<file path="src/rtl/pq_pkg.sv">
// Shared types for the pixel queue serializer.
package pq_pkg;
    // Sequencer states: idle, start point out, waiting on a batch, batch entries out.
    typedef enum logic [1:0] {
        ST_IDLE  = 2'd0,
        ST_START = 2'd1,
        ST_WAIT  = 2'd2,
        ST_EMIT  = 2'd3
    } pq_state_t;
endpackage

</file>
<file path="src/rtl/pq_batch_store.sv">
// Holds one batch of operator results and presents the entry picked by sel.
// Assumes: load is asserted only when the previous batch has been used up.
module pq_batch_store #(
    parameter int NOPS  = 4,
    parameter int CW    = 12,
    parameter int IDX_W = 2
) (
    input  logic                 clk,
    input  logic                 rst_n,
    input  logic                 load,
    input  logic [NOPS*CW-1:0]   in_major,
    input  logic [NOPS*CW-1:0]   in_minor,
    input  logic [NOPS-1:0]      in_end,
    input  logic [IDX_W-1:0]     sel,
    output logic [CW-1:0]        out_major,
    output logic [CW-1:0]        out_minor,
    output logic                 out_end
);
    logic [NOPS-1:0][CW-1:0] maj_q;
    logic [NOPS-1:0][CW-1:0] min_q;
    logic [NOPS-1:0]         end_q;

    // Capture the whole batch when the sequencer takes it.
    always_ff @(posedge clk) begin
        if (!rst_n) begin
            maj_q <= '0;
            min_q <= '0;
            end_q <= '0;
        end else if (load) begin
            maj_q <= in_major;
            min_q <= in_minor;
            end_q <= in_end;
        end
    end

    // Select the entry currently being sent.
    always_comb begin
        out_major = maj_q[sel];
        out_minor = min_q[sel];
        out_end   = end_q[sel];
    end
endmodule

</file>
<file path="src/rtl/pq_axis_map.sv">
// Maps a (major, minor) pair onto screen (x, y) according to the swap flag.
// Assumes: swap is constant for the whole line.
module pq_axis_map #(
    parameter int CW = 12
) (
    input  logic          swap,
    input  logic [CW-1:0] major,
    input  logic [CW-1:0] minor,
    output logic [CW-1:0] x,
    output logic [CW-1:0] y
);
    // Route coordinates to the screen axes.
    always_comb begin
        if (swap) begin
            x = minor;
            y = major;
        end else begin
            x = major;
            y = minor;
        end
    end
endmodule

</file>
<file path="src/rtl/pixel_queue_serializer.sv">
// Turns a start point plus batches of parallel operator results into a
// stream of pixel writes, stopping at the first entry with its end flag set.
// Assumes: batch_* are stable while batch_valid is high; NOPS >= 2.
module pixel_queue_serializer #(
    parameter int NOPS = 4,
    parameter int CW   = 12,
    parameter int COLW = 8
) (
    input  logic                clk,
    input  logic                rst_n,
    input  logic                line_go,
    input  logic [CW-1:0]       go_major,
    input  logic [CW-1:0]       go_minor,
    input  logic [COLW-1:0]     go_color,
    input  logic                go_swap,
    input  logic                batch_valid,
    input  logic [NOPS*CW-1:0]  batch_major,
    input  logic [NOPS*CW-1:0]  batch_minor,
    input  logic [NOPS-1:0]     batch_end,
    output logic                batch_ready,
    output logic                pix_valid,
    input  logic                pix_ready,
    output logic [CW-1:0]       pix_x,
    output logic [CW-1:0]       pix_y,
    output logic [COLW-1:0]     pix_color,
    output logic                line_done
);
    import pq_pkg::*;

    localparam int IDX_W = $clog2(NOPS);
    localparam logic [IDX_W-1:0] LAST_IDX = IDX_W'(NOPS - 1);

    pq_state_t          st;
    logic [IDX_W-1:0]   idx;
    logic [CW-1:0]      start_maj, start_min;
    logic [COLW-1:0]    col_q;
    logic               swap_q;
    logic               done_q;
    logic [CW-1:0]      sel_major, sel_minor;
    logic               sel_end;
    logic [CW-1:0]      cur_major, cur_minor;
    logic               take_batch;
    logic               accept;

    assign pix_valid   = (st == ST_START) || (st == ST_EMIT);
    assign batch_ready = (st == ST_WAIT);
    assign take_batch  = batch_ready && batch_valid;
    assign accept      = pix_valid && pix_ready;
    assign pix_color   = col_q;
    assign line_done   = done_q;

    pq_batch_store #(.NOPS(NOPS), .CW(CW), .IDX_W(IDX_W)) u_store (
        .clk      (clk),
        .rst_n    (rst_n),
        .load     (take_batch),
        .in_major (batch_major),
        .in_minor (batch_minor),
        .in_end   (batch_end),
        .sel      (idx),
        .out_major(sel_major),
        .out_minor(sel_minor),
        .out_end  (sel_end)
    );

    // Pick the start point or the current batch entry.
    always_comb begin
        if (st == ST_START) begin
            cur_major = start_maj;
            cur_minor = start_min;
        end else begin
            cur_major = sel_major;
            cur_minor = sel_minor;
        end
    end

    pq_axis_map #(.CW(CW)) u_map (
        .swap (swap_q),
        .major(cur_major),
        .minor(cur_minor),
        .x    (pix_x),
        .y    (pix_y)
    );

    // Line sequencer: start point, batch fetch, ordered emission, end detection.
    always_ff @(posedge clk) begin
        if (!rst_n) begin
            st        <= ST_IDLE;
            idx       <= '0;
            start_maj <= '0;
            start_min <= '0;
            col_q     <= '0;
            swap_q    <= 1'b0;
        end else begin
            case (st)
                ST_IDLE: if (line_go) begin
                    start_maj <= go_major;
                    start_min <= go_minor;
                    col_q     <= go_color;
                    swap_q    <= go_swap;
                    st        <= ST_START;
                end
                ST_START: if (pix_ready) st <= ST_WAIT;
                ST_WAIT: if (batch_valid) begin
                    idx <= '0;
                    st  <= ST_EMIT;
                end
                ST_EMIT: if (pix_ready) begin
                    if (sel_end)              st  <= ST_IDLE;
                    else if (idx == LAST_IDX) st  <= ST_WAIT;
                    else                      idx <= idx + 1'b1;
                end
                default: st <= ST_IDLE;
            endcase
        end
    end

    // Completion pulse one cycle after the flagged entry is accepted.
    always_ff @(posedge clk) begin
        if (!rst_n) done_q <= 1'b0;
        else        done_q <= accept && (st == ST_EMIT) && sel_end;
    end

    // a command taken while idle yields a write request next cycle.
    p_go_start_r2: assert property (@(posedge clk) disable iff (!rst_n)
        (line_go && st == ST_IDLE) |=> pix_valid);

    // a batch request only follows an accepted write.
    p_ready_after_write_r3: assert property (@(posedge clk) disable iff (!rst_n)
        $rose(batch_ready) |-> $past(pix_valid && pix_ready));

    // entries advance one operator at a time.
    p_index_step_r4: assert property (@(posedge clk) disable iff (!rst_n)
        (accept && st == ST_EMIT && !sel_end && idx != LAST_IDX) |=>
        (idx == $past(idx) + 1'b1));

    // completion follows an accepted write and leaves the block quiet.
    p_done_follows_r5: assert property (@(posedge clk) disable iff (!rst_n)
        line_done |-> ($past(pix_valid && pix_ready) && !pix_valid && !batch_ready));

    // a stalled request holds its contents.
    p_stall_hold_r7: assert property (@(posedge clk) disable iff (!rst_n)
        (pix_valid && !pix_ready) |=>
        (pix_valid && $stable(pix_x) && $stable(pix_y) && $stable(pix_color)));

    // a command during a line leaves the line's color alone.
    p_busy_go_ignored_r9: assert property (@(posedge clk) disable iff (!rst_n)
        (line_go && st != ST_IDLE) |=> $stable(pix_color));

    // writing and fetching never overlap.
    p_excl_r11: assert property (@(posedge clk) disable iff (!rst_n)
        !(pix_valid && batch_ready));
endmodule

</file>
<file path="config.mk">
export PLATFORM = sky130hd
export DESIGN_NAME = pixel_queue_serializer
export DESIGN_NICKNAME = d
export VERILOG_FILES = /design/src/rtl/pq_pkg.sv /design/src/rtl/pq_batch_store.sv /design/src/rtl/pq_axis_map.sv /design/src/rtl/pixel_queue_serializer.sv
export SDC_FILE = /design/constraint.sdc
export NUM_CORES = 1
export LEC_CHECK = 0
export ABC_AREA = 1
export CORE_MARGIN = 2
export CORE_UTILIZATION = 35
export CTS_CLUSTER_DIAMETER = 100
export CTS_CLUSTER_SIZE = 25
export DETAILED_ROUTE_END_ITERATION = 10
export PLACE_DENSITY_LB_ADDON = 0.2
export SLEW_MARGIN = 40
export SYNTH_ARGS = -nofsm -noshare
export SYNTH_HDL_FRONTEND = slang
export SYNTH_HIERARCHICAL = 1
export SYNTH_SLANG_ARGS = --single-unit
</file>
<file path="constraint.sdc">
create_clock -name clk -period 3.35 [get_ports clk]
set_clock_uncertainty 0.15 [all_clocks]
set_input_delay 0.335 -clock clk [delete_from_list [all_inputs] [get_ports clk]]
set_output_delay 0.335 -clock clk [all_outputs]
set_load 0.05 [all_outputs]
</file>
Yosys cells after proc, flatten, opt, wreduce, memory -nomap -nowiden
Cells that the tools add are included.
- register bits after elaboration: 138
- input port bits: 138
- add/subtract/negate cells: 1
- order comparisons: 1
- equality and inequality tests: 11
- multiplexer cells: 22
- reduce and logical (&&, ||, !) cells: 10
- operators by type and width (cell ; count):
    2-to-1 mux 12 bit ; 6
    binary-select mux 12 bit (select 2 bit) ; 2
    2-to-1 mux 2 bit ; 10
    inequality test 2 bit, second input constant ; 6
    AND reduction 5 bit ; 2
    one-hot mux 2 bit (4 select lines) ; 1
    == test 2 bit, second input constant ; 3
    logical AND 1 bit ; 4
    one-hot mux 2 bit (2 select lines) ; 1
    < comparator 2 x 3 -> 1 bit, second input constant ; 1
    inequality test 3 x 2 -> 1 bit, second input constant ; 1
    adder 2 x 1 -> 2 bit, second input constant ; 1
    binary-select mux 1 bit (select 2 bit) ; 1
    == test 2 x 1 -> 1 bit, second input constant ; 1
    logical NOT 2 bit ; 1
    AND reduction 2 bit ; 1
    nonzero test 2 bit ; 1
    logical OR 1 bit ; 1
    2-to-1 mux 1 bit ; 1

Logic depth before layout (Yosys ltp)
- depth after elaboration: 5
- mapped depth: 13
- mapped depth without buffers: 11

Cells and area by module
Netlist, hierarchy kept.
- by module, submodules not included (module ; times used ; cells an instance ; area an instance (um^2) ; seq. area each (um^2)):
    pq_batch_store ; 1 ; 726 ; 4685.7 ; 2001.9
    pixel_queue_serializer ; 1 ; 225 ; 1815.5 ; 760.7
    pq_axis_map ; 1 ; 78 ; 379.1 ; 0.0

Worst setup path after synthesis
Ideal clock, no wire load.
- path kind: reg2out
- from: register idx[0]
- to: output port pix_x[3]
- data arrival time: 1.457 ns
- data required time: 2.865 ns
- slack: 1.408 ns
- stages on the path, launching flop included: 9
- cells stage by stage: dfxtp_1 buf_2 buf_2 nand2_1 nand3_1 nand2_1 mux2_2 nand2_1 nand2_1
- longest elaborated chain between the ends: 4
- elaborated cells on any way between the ends: 7
- ends and longest elaborated chain (what ; line ; RTL):
    from (decl) ; pixel_queue_serializer.sv:34 ; logic [IDX_W-1:0] idx;
    from (signal assigned) ; pixel_queue_serializer.sv:110 ; else idx <= idx + 1'b1;
    binary-select mux 12 bit (select 2 bit) ; pq_batch_store.sv:39 ; out_minor = min_q[sel];
    2-to-1 mux 12 bit (not written as such) ; pq_batch_store.sv:39 ;
    via sel_minor[3] ; pixel_queue_serializer.sv:39 ; logic [CW-1:0] sel_major, sel_minor;
    2-to-1 mux 12 bit ; pixel_queue_serializer.sv:67 ; if (st == ST_START) begin
    via cur_minor[3] ; pixel_queue_serializer.sv:41 ; logic [CW-1:0] cur_major, cur_minor;
    2-to-1 mux 12 bit ; pq_axis_map.sv:14 ; if (swap) begin
    to (decl) ; pixel_queue_serializer.sv:23 ; output logic [CW-1:0] pix_x,
The timed path passes the listed nets, and every way through them passes these cells. The select of a mux whose other input is x is not followed.

Worst setup path in the final report
- from: register idx[0]
- to: output port pix_x[7]
The elaborated chain is that of the path after synthesis.

==> key figures <==
Floorplanning
  – Chip height: 144 µm
  – Core box area: 0.0194 mm²
  – Die W: 144 µm
  – Std cell rows: 51
  – Starting Density: 0.355
  – Ports: 173
  – Die area: 0.0208 mm²

Final layout
  – Post-route design area: 0.00936 mm²
  – Antenna fix cells: 0
  – Area Overhead vs Synth: 36.0%
  – Fin nets: 1,302
  – Share of layout cells above drive strength 1: 0.0945
  – Filler Cell Count: 2,024

CTS
  – CTS Sinks: 138
  – CTS H-tree lvls: 4
  – TritonCTS buffer count: 17
  – Worst-path clk slew: 0.06 ns
  – Maximum root-to-sink buffer count: 2
  – Clock root cell: clkbuf_16
  – CTS tree: yes
  – Post-cts resize count: 0
  – Worst-skew pair later-pin latency: 0.42 ns
  – Postcts setup bufs: 0
  – Hold bufs inserted after CTS: 0

Logic synthesis
  – Post-synthesis sequential area ratio: 0.402
  – Syn Area/Cell: 6.69 µm²
  – Cells after synthesis: 1,029
  – Yosys top cell area share: 0.402
  – Commonest cells in the synthesized netlist: nor2_1, nand2_1, dfxtp_1
  – Yosys top cell by area: dfxtp_1
  – Synth Warn #: 6
  – Count leader, synth: nor2_1
  – Post-synth net total: 1,168
  – #FFs+latches synth: 138
  – Most area-consuming cells after synthesis: dfxtp_1, nor2_1, nand2_1, o21ai_0, inv_1
  – Yosys cell types: 26
  – Top_reg_cell synth: dfxtp_1
  – Post-synth EDFFs: 0
  – Async S/R FF share, synth: 0
  – Cell area after synthesis: 0.00688 mm²

Detailed routing
  – Vias per Instance: 4.52
  – Final WL: 20.5 mm
  – DR iter-0 viols: 367
  – Final ANT Viol Nets: 0
  – Drt pass-1 iters: 5
  – DRC: 0
  – Average routed wire per standard cell: 14.2 µm
  – Via Count: 6,502

Worst setup path
  – CP max stage cell: inv_2
  – CP max FO: 41
  – CP max stage delay: 0.52 ns
  – Top Family by Delay on Critical Path: buffers and inverters
  – CP cell instances: inv_2 -> buf_4 -> nand2_1 -> nand3_1 -> nand2_1 -> mux2_4 -> nand2_1 -> nand2_1 -> buf_12
  – CP endpoint kind: output pin
  – Most used cell, CP: nand2_1
  – CP startpoint kind: flip-flop
  – Required time worst endpoint: 2.86 ns
  – CP Buf/Inv Count: 3
  – Crit path kind: flip-flop to output pin
  – Data arrival time of the worst path: 2.33 ns

Pwr
  – Pwr/cell area: 922 mW/mm²
  – Final Power: 8.63 mW
  – VDD IR max: 0.597 mV
  – Leakage: 4.27 nW

STA
  – Fin. max-slew vios: 0
  – Fmax: 0.355 GHz
  – Fin Hold WS: 0.273 ns
  – Slew HR: 0.511
  – Final setup fails: 0
  – Setup_tns: 0 ns
  – Final hold violation count: 0
  – Worst Tran Pin Value: 0.732 ns
  – Tmin final: 2.82 ns
  – Unrepaired setup endpoints after global routing: false
  – Period utilisation layout: 0.841

Placement
  – Placed Area: 0.00879 mm²
  – PortBufs: 172
  – Gp weighted congestion: 0.797
  – Post-DP HPWL: 14.2 mm

Job
  – Max_cap viols: 0

Outcome
  – Status: finished clean

Global routing
  – Vias in the first global route: 6,222
  – First-pass GRT wire length: 32.5 mm
  – GRT Total Usage: 0.203
  – Antenna violations before repair: 0
  – Largest net degree at the start of global routing: 101
  – Overflow after GRT: 0

Min path
  – Hold Crit Class: primary input to flip-flop
-- cell families after synthesis --
family	count (synthesis)	share of synthesized area
buffers and inverters	182	0.134
AND/OR/NAND/NOR	547	0.314
multiplexers	23	0.0475
AO/OA/AOI/OAI	138	0.100
adder cells (fa/ha/maj)	1	0.00182
flip-flops	138	0.402
-- per-layer routing --
metal	GRT usage	part of all wire	up-vias
met2	0.329	0.46	157
met3	0.0414	0.049	31
met5	0	0	-
li1	-	-	3417
met1	0.269	0.46	2897
met4	0.0731	0.024	0
-- worst paths after layout --
kind         cells after the start    startpoint           end  slack [ns]
max                              9        idx[0]      pix_x[7]        0.53
min                              3         rst_n         st[1]        0.27
max reg2reg                     10        idx[0]        idx[0]        1.26
min reg2reg                      2  start_min[0]  start_min[0]        0.30
-- through the flow --
stage / instances / worst slack [ns] / utilization
5_1_grt: 1440 / 0.330 / 0.482
6_report: 1440 / 0.533 / 0.482
2_1_floorplan: 1029 / 1.41 / -
3_5_place_dp: 1409 / 0.991 / 0.453
4_1_cts: 1440 / 0.535 / 0.482
3_3_place_gp: 1409 / 1.00 / 0.453
-- where the power goes --
part	internal, mW	leakage (nW)	total [mW]	switching [mW]
Combinational	1.87	2.87	4.56	2.69
Clock	1.11	0.272	1.84	0.733
Sequential	2.02	1.13	2.23	0.217
Total	4.99	4.27	8.63	3.64
-- tightest hold or removal path, delay by kind of cell --
| kind | cells | cell delay (ns) |
|---|---|---|
| buffers and inverters | 1 | 0.29 |
| and+or+nand+nor | 2 | 0.18 |
-- layout make-up --
| cell class | count | area [µm²] | share of cell area |
|---|---|---|---|
| Clock buffer | 20 | 447 | 0.0477 |
| Inverter | 115 | 447 | 0.0477 |
| Sequential cell | 138 | 2760 | 0.295 |
| Tap cell | 265 | 332 | 0.0354 |
| Clock inverter | 11 | 124 | 0.0132 |
| Timing Repair Buffer | 182 | 2050 | 0.219 |
| Multi-Input combinational cell | 709 | 3200 | 0.342 |
-- flip-flops by register name (all words and copies together) (netlist names) --
signal / flops
idx: 2
u_store/min_q: 48
pix_color: 8
st: 2
u_store/end_q: 4
line_done: 1
start_min: 12
start_maj: 12
swap_q: 1
u_store/maj_q: 48
-- cells in the final DEF, fill, tap and decap left out, drive strengths merged --
cell type and instances:
nor2 275, mux2 23, nand2 217, inv 115, nor3 2, nand4 1, a21oi 2, clkdlybuf4s50 147
clkinv 6, nand3 52, clkinvlp 3, ha 1, buf 35, o21ai 136, bufinv 2, dfxtp 138
clkbuf 20
No activity file was read; power rests on OpenSTA's default activity.
